--- src/rtl/lfsr_div_pkg.sv ---
package lfsr_div_pkg;

  typedef enum logic [1:0] {KIND_PRE, KIND_MUL, KIND_POST} div_kind_e;
  typedef enum logic [1:0] {MODE_ONE, MODE_TWO, MODE_LFSR, MODE_STOP} div_mode_e;

  function automatic int kind_code_w(div_kind_e k);
    case (k)
      KIND_MUL:  return 17;
      KIND_POST: return 7;
      default:   return 10;
    endcase
  endfunction

  function automatic int kind_lfsr_w(div_kind_e k);
    case (k)
      KIND_MUL:  return 15;
      KIND_POST: return 5;
      default:   return 8;
    endcase
  endfunction

  function automatic int kind_seed(div_kind_e k);
    case (k)
      KIND_MUL:  return 'h4000;
      KIND_POST: return 'h10;
      default:   return 'h80;
    endcase
  endfunction

  function automatic int kind_taps(div_kind_e k);
    case (k)
      KIND_MUL:  return 'h03;
      KIND_POST: return 'h05;
      default:   return 'h1D;
    endcase
  endfunction

  function automatic int kind_res(div_kind_e k, int which);
    case (k)
      KIND_MUL:  return (which == 0) ? 'h1FFFF : (which == 1) ? 'h18003 : 'h10003;
      KIND_POST: return (which == 0) ? 'h7F : (which == 1) ? 'h62 : 'h42;
      default:   return (which == 0) ? 'h3FF : (which == 1) ? 'h302 : 'h202;
    endcase
  endfunction

  function automatic bit kind_doubles(div_kind_e k);
    return k == KIND_POST;
  endfunction

  function automatic bit kind_has_bypass(div_kind_e k);
    return k != KIND_MUL;
  endfunction

endpackage

--- src/rtl/lfsr_div_mode.sv ---
module lfsr_div_mode
  import lfsr_div_pkg::*;
#(
  parameter div_kind_e KIND   = KIND_PRE,
  parameter int        CODE_W = kind_code_w(KIND),
  parameter int        LFSR_W = kind_lfsr_w(KIND)
) (
  input  logic [CODE_W-1:0] code_i,
  input  logic              bypass_i,
  output div_mode_e         mode_o,
  output logic              dbl_o
);
  localparam logic [CODE_W-1:0] RES0 = CODE_W'(kind_res(KIND, 0));
  localparam logic [CODE_W-1:0] RES1 = CODE_W'(kind_res(KIND, 1));
  localparam logic [CODE_W-1:0] RES2 = CODE_W'(kind_res(KIND, 2));
  localparam logic [LFSR_W-1:0] SEED = LFSR_W'(kind_seed(KIND));
  localparam bit                BYP  = kind_has_bypass(KIND);
  localparam bit                DBL  = kind_doubles(KIND);

  logic seq_ok;

  assign seq_ok = (code_i[CODE_W-1:LFSR_W] == '0) &&
                  (code_i[LFSR_W-1:0] != '0) &&
                  (code_i[LFSR_W-1:0] != SEED);

  always_comb begin
    dbl_o = DBL;
    if (BYP && bypass_i) begin
      mode_o = MODE_ONE;
      dbl_o  = 1'b0;
    end else if (code_i == RES0) begin
      mode_o = DBL ? MODE_TWO : MODE_ONE;
    end else if (code_i == RES1) begin
      mode_o = MODE_ONE;
    end else if (code_i == RES2) begin
      mode_o = MODE_TWO;
    end else if (seq_ok) begin
      mode_o = MODE_LFSR;
    end else begin
      mode_o = MODE_STOP;
    end
  end
endmodule

--- src/rtl/lfsr_div_counter.sv ---
module lfsr_div_counter
  import lfsr_div_pkg::*;
#(
  parameter div_kind_e KIND   = KIND_PRE,
  parameter int        LFSR_W = kind_lfsr_w(KIND)
) (
  input  logic              clk,
  input  logic              rst,
  input  logic              en_i,
  input  div_mode_e         mode_i,
  input  logic              dbl_i,
  input  logic [LFSR_W-1:0] load_i,
  output logic              tick_o
);
  localparam logic [LFSR_W-1:0] SEED = LFSR_W'(kind_seed(KIND));
  localparam logic [LFSR_W-1:0] TAPS = LFSR_W'(kind_taps(KIND));

  logic [LFSR_W-1:0] state;
  logic              reload;
  logic              toggle;
  logic              phase;
  logic              beat;

  assign beat = en_i && (phase || !dbl_i);

  always_ff @(posedge clk) begin
    if (rst) begin
      state  <= SEED;
      reload <= 1'b1;
      toggle <= 1'b0;
      phase  <= 1'b0;
      tick_o <= 1'b0;
    end else begin
      tick_o <= 1'b0;
      if (en_i && dbl_i) phase <= !phase;
      if (beat) begin
        case (mode_i)
          MODE_ONE: begin
            tick_o <= 1'b1;
            reload <= 1'b1;
          end
          MODE_TWO: begin
            toggle <= !toggle;
            tick_o <= toggle;
            reload <= 1'b1;
          end
          MODE_LFSR: begin
            if (reload) begin
              state  <= load_i;
              reload <= 1'b0;
            end else if (state == SEED) begin
              reload <= 1'b1;
              tick_o <= 1'b1;
            end else begin
              state <= {^(state & TAPS), state[LFSR_W-1:1]};
            end
          end
          default: reload <= 1'b1;
        endcase
      end
    end
  end

  // the running register never falls into the all-zero lock-up state
  p_state_nonzero_r2: assert property (@(posedge clk) disable iff (rst)
    state != '0);
  // a clock without enable produces no pulse on the next cycle
  p_idle_no_tick_r6: assert property (@(posedge clk) disable iff (rst)
    !$past(en_i) |-> !tick_o);
  // an unusable code never yields a pulse
  p_stop_no_tick_r7: assert property (@(posedge clk) disable iff (rst)
    $past(mode_i == MODE_STOP) |-> !tick_o);
endmodule

--- src/rtl/lfsr_div_readback.sv ---
module lfsr_div_readback
  import lfsr_div_pkg::*;
#(
  parameter div_kind_e KIND    = KIND_PRE,
  parameter int        CODE_W  = kind_code_w(KIND),
  parameter int        LFSR_W  = kind_lfsr_w(KIND),
  parameter int        RATIO_W = LFSR_W + 1
) (
  input  logic               clk,
  input  logic               rst,
  input  logic               start_i,
  input  logic [CODE_W-1:0]  code_i,
  output logic               done_o,
  output logic [RATIO_W-1:0] ratio_o
);
  localparam logic [CODE_W-1:0]  RES0  = CODE_W'(kind_res(KIND, 0));
  localparam logic [CODE_W-1:0]  RES1  = CODE_W'(kind_res(KIND, 1));
  localparam logic [CODE_W-1:0]  RES2  = CODE_W'(kind_res(KIND, 2));
  localparam logic [LFSR_W-1:0]  SEED  = LFSR_W'(kind_seed(KIND));
  localparam logic [LFSR_W-1:0]  TAPS  = LFSR_W'(kind_taps(KIND));
  localparam logic [RATIO_W-1:0] TOP   = RATIO_W'(1) << LFSR_W;
  localparam logic [RATIO_W-1:0] FLOOR = RATIO_W'(3);

  logic               busy;
  logic [CODE_W-1:0]  held;
  logic [LFSR_W-1:0]  walk;
  logic [LFSR_W-1:0]  walk_nxt;
  logic [RATIO_W-1:0] idx;

  assign walk_nxt = {^(walk & TAPS), walk[LFSR_W-1:1]};

  always_ff @(posedge clk) begin
    if (rst) begin
      busy    <= 1'b0;
      held    <= '0;
      walk    <= SEED;
      idx     <= TOP;
      done_o  <= 1'b0;
      ratio_o <= '0;
    end else begin
      done_o <= 1'b0;
      if (!busy) begin
        if (start_i) begin
          busy <= 1'b1;
          held <= code_i;
          walk <= SEED;
          idx  <= TOP;
        end
      end else if (held == RES0 || held == RES1 || held == RES2) begin
        busy    <= 1'b0;
        done_o  <= 1'b1;
        ratio_o <= (held == RES0) ? RATIO_W'(0) : (held == RES1) ? RATIO_W'(1) : RATIO_W'(2);
      end else if (held[CODE_W-1:LFSR_W] == '0 && walk_nxt == held[LFSR_W-1:0]) begin
        busy    <= 1'b0;
        done_o  <= 1'b1;
        ratio_o <= idx;
      end else if (idx == FLOOR) begin
        busy    <= 1'b0;
        done_o  <= 1'b1;
        ratio_o <= '1;
      end else begin
        walk <= walk_nxt;
        idx  <= idx - 1'b1;
      end
    end
  end

  // completion is a single-cycle pulse
  p_done_single_r8: assert property (@(posedge clk) disable iff (rst)
    done_o |=> !done_o);
  // the reference register stays inside the maximal sequence
  p_walk_nonzero_r8: assert property (@(posedge clk) disable iff (rst)
    busy |-> walk != '0);
  // a result is either a legal ratio or the all-ones marker
  p_ratio_range_r9: assert property (@(posedge clk) disable iff (rst)
    done_o |-> (ratio_o == '1 || ratio_o <= TOP));
  // a start during a search does not replace the captured code
  p_start_ignored_r10: assert property (@(posedge clk) disable iff (rst)
    (busy && start_i) |=> $stable(held));
endmodule

--- src/rtl/lfsr_clkdiv.sv ---
module lfsr_clkdiv
  import lfsr_div_pkg::*;
#(
  parameter div_kind_e KIND    = KIND_PRE,
  parameter int        CODE_W  = kind_code_w(KIND),
  parameter int        LFSR_W  = kind_lfsr_w(KIND),
  parameter int        RATIO_W = LFSR_W + 1
) (
  input  logic               clk,
  input  logic               rst,
  input  logic               en_i,
  input  logic               bypass_i,
  input  logic [CODE_W-1:0]  code_i,
  input  logic               rd_start_i,
  output logic               tick_o,
  output logic               rd_done_o,
  output logic [RATIO_W-1:0] rd_ratio_o
);
  div_mode_e mode;
  logic      dbl;

  lfsr_div_mode #(.KIND(KIND), .CODE_W(CODE_W), .LFSR_W(LFSR_W)) u_mode (
    .code_i   (code_i),
    .bypass_i (bypass_i),
    .mode_o   (mode),
    .dbl_o    (dbl)
  );

  lfsr_div_counter #(.KIND(KIND), .LFSR_W(LFSR_W)) u_count (
    .clk    (clk),
    .rst    (rst),
    .en_i   (en_i),
    .mode_i (mode),
    .dbl_i  (dbl),
    .load_i (code_i[LFSR_W-1:0]),
    .tick_o (tick_o)
  );

  lfsr_div_readback #(.KIND(KIND), .CODE_W(CODE_W), .LFSR_W(LFSR_W), .RATIO_W(RATIO_W)) u_read (
    .clk     (clk),
    .rst     (rst),
    .start_i (rd_start_i),
    .code_i  (code_i),
    .done_o  (rd_done_o),
    .ratio_o (rd_ratio_o)
  );
endmodule

--- config.mk ---
export PLATFORM = sky130hd
export DESIGN_NAME = lfsr_clkdiv
export DESIGN_NICKNAME = d
export VERILOG_FILES = /design/src/rtl/lfsr_div_pkg.sv /design/src/rtl/lfsr_div_mode.sv /design/src/rtl/lfsr_div_counter.sv /design/src/rtl/lfsr_div_readback.sv /design/src/rtl/lfsr_clkdiv.sv
export SDC_FILE = /design/constraint.sdc
export NUM_CORES = 1
export LEC_CHECK = 0
export ABC_CLOCK_PERIOD_IN_PS = 2500
export BUFFER_PORTS_ARGS = -buffer_cell sky130_fd_sc_hd__buf_2
export CORE_UTILIZATION = 49
export DETAILED_ROUTE_END_ITERATION = 8
export GPL_TIMING_DRIVEN = 0
export HOLD_SLACK_MARGIN = 0.05
export PLACE_DENSITY = 0.71
export SKIP_CTS_REPAIR_TIMING = 1
export SLEW_MARGIN = 5
export SYNTH_ARGS = -nofsm -noshare
export SYNTH_HDL_FRONTEND = slang
export SYNTH_HIERARCHICAL = 1
export SYNTH_SLANG_ARGS = --single-unit
--- constraint.sdc ---
create_clock -name clk -period 2.5 [get_ports clk]
set_input_delay 0.25 -clock clk [delete_from_list [all_inputs] [get_ports clk]]
set_output_delay 0.25 -clock clk [all_outputs]
set_load 0.02 [all_outputs]
==> results.py, run 1 <==
metrics = {
    "routing": {
        "drt_wl_total_mm": 5.79,
        "postRouteAntennaNets": 0,
        "vias": 2256,
        "drc": 0,
        "first_pass_iters": 4,
        "wl_per_cell_um": 14.2,
        "via_per_inst": 5.53,
        "drt-initial-drc-count": 165,
    },
    "global_routing": {
        "busiest_layer": "met2",
        "grt_pass1_vias": 2008,
        "met1_usage": 0.291,
        "grt_max_degree": 15,
        "grt_util_all_layers": 0.221,
        "grt_use_met2": 0.355,
        "antenna_found_initial": 0,
        "overflow": 0,
        "globalRouteMet3Util": 0.0463,
        "grt_pass1_wl_mm": 9.60,
    },
    "clock_tree": {
        "clk_pin_slew_worst_paths_ns": 0.09,
        "htreeDepth": 2,
        "root_buffer": "clkbuf_8",
        "cts_inserted_buffers": 5,
        "clock_latency_ns": 0.30,
        "clockBufferDepth": 2,
        "clkSinkCount": 50,
        "cts_tree": "yes",
    },
    "placed_design": {
        "dpl_cell_area_sq_um": 2880,
        "numPortBuffers": 25,
        "gp_congestion": 0.850,
        "dp_slack_ns": -0.175,
        "dp.cells": 400,
        "dp_hpwl_mm": 4.22,
    },
    "yosys": {
        "synth-xor-area-share": 0.0544,
        "synth-compound-area-share": 0.156,
        "synth_area_sq_um": 2670,
        "synth_common_cells": "dfxtp_1, nand2_1, a21oi_1, nor2_1, inv_1",
        "synthAdderAreaFrac": 0.0141,
        "yosysTopAreaCell": "dfxtp_1",
        "synthSimpleGateAreaFrac": 0.251,
        "syn-instance-count": 305,
        "ys_types": 58,
        "synth_mux_area_frac": 0.0811,
        "async_reset_ff_frac": 0,
        "seq_area_frac_synth": 0.375,
        "syn_nets": 323,
        "synth_ff_type": "dfxtp_1",
        "synth_top_family_by_area": "simple AND/OR/NAND/NOR gates",
        "synth_most_common_cell": "dfxtp_1",
        "synthTopCellsByArea": "dfxtp_1, mux2i_1, a21oi_1",
        "ys_ff_latch": 50,
        "syn_avg_cell_area_sq_um": 8.75,
        "synth_edf_count": 0,
        "ys_warn_count": 6,
        "synth_top_area_share": 0.375,
    },
    "timing": {
        "slew-limit-headroom": 0.599,
        "worstMarginPinSlew_ns": 0.601,
        "slew_violations": 0,
        "rsz0062_at_grt": "false",
        "hold_ws_ns": 0.232,
        "setup_viol_count_final": 0,
        "timing.final.crit_period_ns": 2.45,
        "min_period_over_period": 0.980,
        "fmax_mhz": 408,
        "hold_viol": 0,
        "skew_ns": 0.00757,
        "setup-tns-final_ns": 0,
        "worst_slack_ns": 0.0503,
    },
    "setup_path": {
        "cp-end-kind": "flip-flop",
        "r2r-end": "u_read/idx[1]",
        "ff2ff_path_depth": 7,
        "critPathBufInv": 2,
        "cp.arrival_ns": 2.64,
        "r2r_slack_ns": 0.05,
        "r2r_start": "u_read/idx[2]",
        "path_max_fanout": 10,
        "crit_family": "simple AND/OR/NAND/NOR gates",
        "cp_common_cell": "or4_4",
        "cp_cell_sequence": "or4_4 > or4_4 > and3_4 > buf_6 > nand3_4 > buf_12 > mux2_4",
        "path_class": "flip-flop to flip-flop",
        "worstPathRequired_ns": 2.69,
        "cp_slowest_cell": "or4_4",
        "start_kind": "flip-flop",
        "max_stage_delay_ns": 0.57,
    },
    "cells_and_area": {
        "multi_input_area_sq_um": 1490,
        "layout.cells.non_filler": 408,
        "postLayoutCellArea_sq_um": 2970,
        "fill_cells": 470,
        "nNetsFinal": 355,
        "seqCellArea_sq_um": 1000,
        "final_layout_size_suffix_gt1_frac": 0.172,
        "insertedDiodeCount": 0,
        "fin_util": 0.575,
        "synthToLayoutAreaGrowth_pct": 11.4,
    },
    "hold_path": {
        "worstHoldPathType": "primary input to flip-flop",
        "holdPathEnd": "u_read/held[3]",
        "whs_path_depth": 3,
        "min_from": "code_i[3]",
    },
    "floorplanning": {
        "dieArea_sq_um": 5740,
        "coreArea_sq_um": 5170,
        "num_rows": 26,
        "start_util": 0.516,
        "io_pins": 26,
        "die_w_um": 75.8,
        "die_y_um": 75.8,
    },
    "pwr": {
        "power.total_mw": 1.65,
        "power.leakage_nw": 1.24,
        "powerDensity_nw_per_um2": 556,
        "peakVddDrop_mv": 0.278,
    },
    "run_status": {
        "status": "finished, final reports clean",
    },
    "run": {
        "max_cap_viol_count": 0,
    },
}
flip-flops by register name, summed over array words and instances, names as in the netlist:
| name | count |
|---|---|
| u_count/phase | 1 |
| u_count/reload | 1 |
| u_count/tick_o | 1 |
| u_read/idx | 9 |
| u_read/done_o | 1 |
| u_read/walk | 8 |
| u_read/held | 10 |
| u_count/state | 8 |
| u_read/ratio_o | 9 |
| u_count/toggle | 1 |
| u_read/busy | 1 |
worst max-delay path by stage:
stage	startpoint	to	slack (ns)	depth (start not counted)
floorplan	code_i[6]	u_count/state[7]	0.12	8
global placement	code_i[6]	u_count/state[7]	-0.19	9
detailed placement	code_i[6]	u_count/state[7]	-0.17	9
CTS	u_read/idx[2]	u_read/idx[1]	0.06	7
global route	code_i[6]	u_count/state[6]	0.007	9
finish	u_read/idx[2]	u_read/idx[1]	0.05	7
cell families (layout without fill, tap and decap cells):
kind of cell | after synthesis | after routing
DFF | 50 | 50
other | 1 | 1
AOI/OAI and AO/OA | 61 | 61
adders and majority gates | 3 | 3
xor gates and xnor gates | 15 | 15
and+or+nand+nor | 119 | 119
buffers and inverters | 37 | 70
muxes | 19 | 19
worst reg2reg max path: stages, from the launching register on:
cell and delay [ns]:
dfxtp_1 0.39, or4_4 0.57, or4_4 0.52, and3_4 0.17, buf_6 0.13, nand3_4 0.10
buf_12 0.16, mux2_4 0.30
placed cells by master, fill, tap and decap left out, drive strengths merged, types with 3 or more instances in the layout:
master	count
dfxtp	50
buf	31
nand2	30
a21oi	25
nor2	20
clkbuf	20
inv	18
mux2i	13
nand3	12
xor2	10
nand4	8
nor3	8
nand2b	8
a211oi	7
nor2b	7
o311ai	7
mux2	6
or3	5
xnor2	4
o21ai	4
or4	4
nand4b	3
ha	3
o31ai	3
and3	3
per-layer routing:
metal	vias to the layer above	part of all wire
met2	47	0.46
met4	0	0.011
met3	7	0.035
met1	1053	0.49
li1	1149	-
met5	-	0
layout make-up:
cell class	instances	share of cell area
flip-flops and latches	50	0.337
clock inverters	1	0.00168
multi-input cells	218	0.501
plain buffers	19	0.0370
repair buffers	25	0.0421
well taps	70	0.0295
clock buffers	7	0.0290
inverters	18	0.0227
power breakdown:
| part | internal [mW] | total (mW) | switching, mW |
|---|---|---|---|
| logic | 0.131 | 0.296 | 0.165 |
| registers | 0.836 | 0.877 | 0.0404 |
| clock network | 0.224 | 0.479 | 0.255 |
Power figures use the tool's default switching activity.
==> run 2, diff against run 1 <==
--- a/config.mk
+++ b/config.mk
@@ -7,12 +7,14 @@
 export LEC_CHECK = 0
 export ABC_CLOCK_PERIOD_IN_PS = 2500
 export BUFFER_PORTS_ARGS = -buffer_cell sky130_fd_sc_hd__buf_2
+export CORE_MARGIN = 5
 export CORE_UTILIZATION = 49
 export DETAILED_ROUTE_END_ITERATION = 8
 export GPL_TIMING_DRIVEN = 0
 export HOLD_SLACK_MARGIN = 0.05
 export PLACE_DENSITY = 0.71
 export SKIP_CTS_REPAIR_TIMING = 1
+export SKIP_LAST_GASP = 1
 export SLEW_MARGIN = 5
 export SYNTH_ARGS = -nofsm -noshare
 export SYNTH_HDL_FRONTEND = slang
==> run 2 against run 1 <==
Setup slack improved by 0.041 ns. Critical path depth unchanged. Non-clock buffer count unchanged. Clock skew decreased by 0.00068 ns. Register-to-register slack improved by 0.04 ns. Clock power increased by 15%. Via count about the same. Flip-flop and latch count unchanged. Die area increased by 22%. Sequential share of layout area decreased by 0.17 points. Critical endpoint is now u_read/walk[4]. Largest cell class unchanged.
==> results.py, run 2 (synthesized netlist as in run 1, its figures left out) <==
metrics = {
    "cells_and_area": {
        "fill_cells": 490,
        "layout_common_cells": "dfxtp_1, nand2_1, buf_2",
        "top_regs": "u_read/held: 10 flops, u_read/idx: 9 flops, u_read/ratio_o: 9 flops",
        "nNetsFinal": 355,
        "postLayoutCellArea_sq_um": 2990,
        "top_register": "u_read/held",
        "final_layout_size_suffix_gt1_frac": 0.175,
        "largest_reg_flops": 10,
        "insertedDiodeCount": 0,
        "fin_util": 0.575,
        "layout_commonest_cell": "dfxtp_1",
        "synthToLayoutAreaGrowth_pct": 12.1,
    },
    "floorplanning": {
        "coreArea_sq_um": 5200,
        "die_y_um": 83.8,
        "start_util": 0.512,
        "io_pins": 26,
        "die_w_um": 83.8,
        "num_rows": 26,
        "dieArea_sq_um": 7020,
    },
    "placed_design": {
        "gp_congestion": 0.839,
        "dp_hpwl_mm": 4.38,
        "dpl_cell_area_sq_um": 2880,
        "numPortBuffers": 25,
    },
    "routing": {
        "drc": 0,
        "vias": 2255,
        "first_pass_iters": 4,
        "via_per_inst": 5.53,
        "drt_wl_total_mm": 6.03,
        "postRouteAntennaNets": 0,
        "drt-initial-drc-count": 113,
        "wl_per_cell_um": 14.8,
    },
    "global_routing": {
        "grt_pass1_wl_mm": 10.4,
        "antenna_found_initial": 0,
        "grt_util_all_layers": 0.180,
        "overflow": 0,
        "grt_max_degree": 15,
        "grt_pass1_vias": 2143,
    },
    "clock_tree": {
        "clk_pin_slew_worst_paths_ns": 0.09,
        "clockBufferDepth": 2,
        "clock_latency_ns": 0.31,
        "cts_tree": "yes",
        "htreeDepth": 2,
        "root_buffer": "clkbuf_8",
        "clkSinkCount": 50,
        "cts_inserted_buffers": 5,
    },
    "setup_path": {
        "max_stage_delay_ns": 0.55,
        "worstPathRequired_ns": 2.70,
        "cp.arrival_ns": 2.61,
        "path_max_fanout": 10,
        "cp_cell_sequence": "or4_4 > or4_4 > and3_4 > buf_6 > nand3_4 > buf_12 > mux2_4",
        "cp_slowest_cell": "or4_4",
        "start_kind": "flip-flop",
        "cp_common_cell": "or4_4",
        "cp-end-kind": "flip-flop",
        "path_class": "flip-flop to flip-flop",
    },
    "run_status": {
        "status": "finished, final reports clean",
    },
    "pwr": {
        "powerDensity_nw_per_um2": 577,
        "peakVddDrop_mv": 0.474,
        "power.leakage_nw": 1.25,
    },
    "timing": {
        "hold_viol": 0,
        "fmax_mhz": 415,
        "min_period_over_period": 0.963,
        "worstMarginPinSlew_ns": 0.657,
        "timing.final.crit_period_ns": 2.41,
        "slew_violations": 0,
        "slew-limit-headroom": 0.562,
        "rsz0062_at_grt": "false",
        "skew_ns": 0.00689,
        "setup-tns-final_ns": 0,
        "setup_viol_count_final": 0,
    },
    "run": {
        "max_cap_viol_count": 0,
    },
    "hold_path": {
        "worstHoldPathType": "primary input to flip-flop",
    },
}
## run 2: cell count changes in the layout (fill, tap and decap cells not counted), sizes merged
cell | previous run | this run
clkinv | 1 | 0
clkbuf | 20 | 21
## run 2: where the power goes
part	internal, mW	switching, mW	leakage (nW)	total, mW
clock	0.280	0.270	0.0575	0.550
sequential	0.836	0.0398	0.408	0.876
combinational	0.132	0.168	0.783	0.300
total	1.25	0.477	1.25	1.73
## run 2: final timing paths
kind / from / end / slack, ns / cells past startpoint
worst min-delay path: code_i[7] / u_read/held[7] / 0.20 / 3
worst max-delay path: u_read/idx[3] / u_read/walk[4] / 0.09 / 7
worst min register to register: u_read/ratio_o[0] / u_read/ratio_o[0] / 0.48 / 2
worst max register to register: u_read/idx[3] / u_read/walk[4] / 0.09 / 7
## run 2: layer usage
layer  global-route usage  vias up  routed length (um)
met1                0.249     1062                2980
met5                    0        -                   0
li1                     -     1150                   -
met2                0.280       36                2720
met4               0.0556        0                  80
met3               0.0365        7                 250
## run 2: through the flow
step           setup slack [ns]  hold slack (ns)  std cells  total power, mW
2_1_floorplan             0.117            0.382        305             1.11
3_3_place_gp             -0.162            0.460        400             1.18
3_5_place_dp             -0.190            0.466        400             1.19
4_1_cts                  0.0672            0.199        408             1.74
5_1_grt                  0.0125            0.201        408             1.81
6_report                 0.0917            0.205        408             1.73
## run 2: worst max-delay path, delay by kind of cell, from the launching register on
kind / cells / cell delay [ns]
DFF: 1 / 0.38
and+or+nand+nor: 4 / 1.34
muxes: 1 / 0.30
buffers and inverters: 2 / 0.29
## run 2: area by class of cell
type | count | area (sq um) | share of cell area
well taps | 70 | 87.6 | 0.0293
repair buffers | 25 | 125 | 0.0418
clock buffers | 8 | 110 | 0.0368
multi-input cells | 218 | 1490 | 0.498
plain buffers | 19 | 109 | 0.0364
flip-flops and latches | 50 | 1000 | 0.335
inverters | 18 | 67.6 | 0.0226
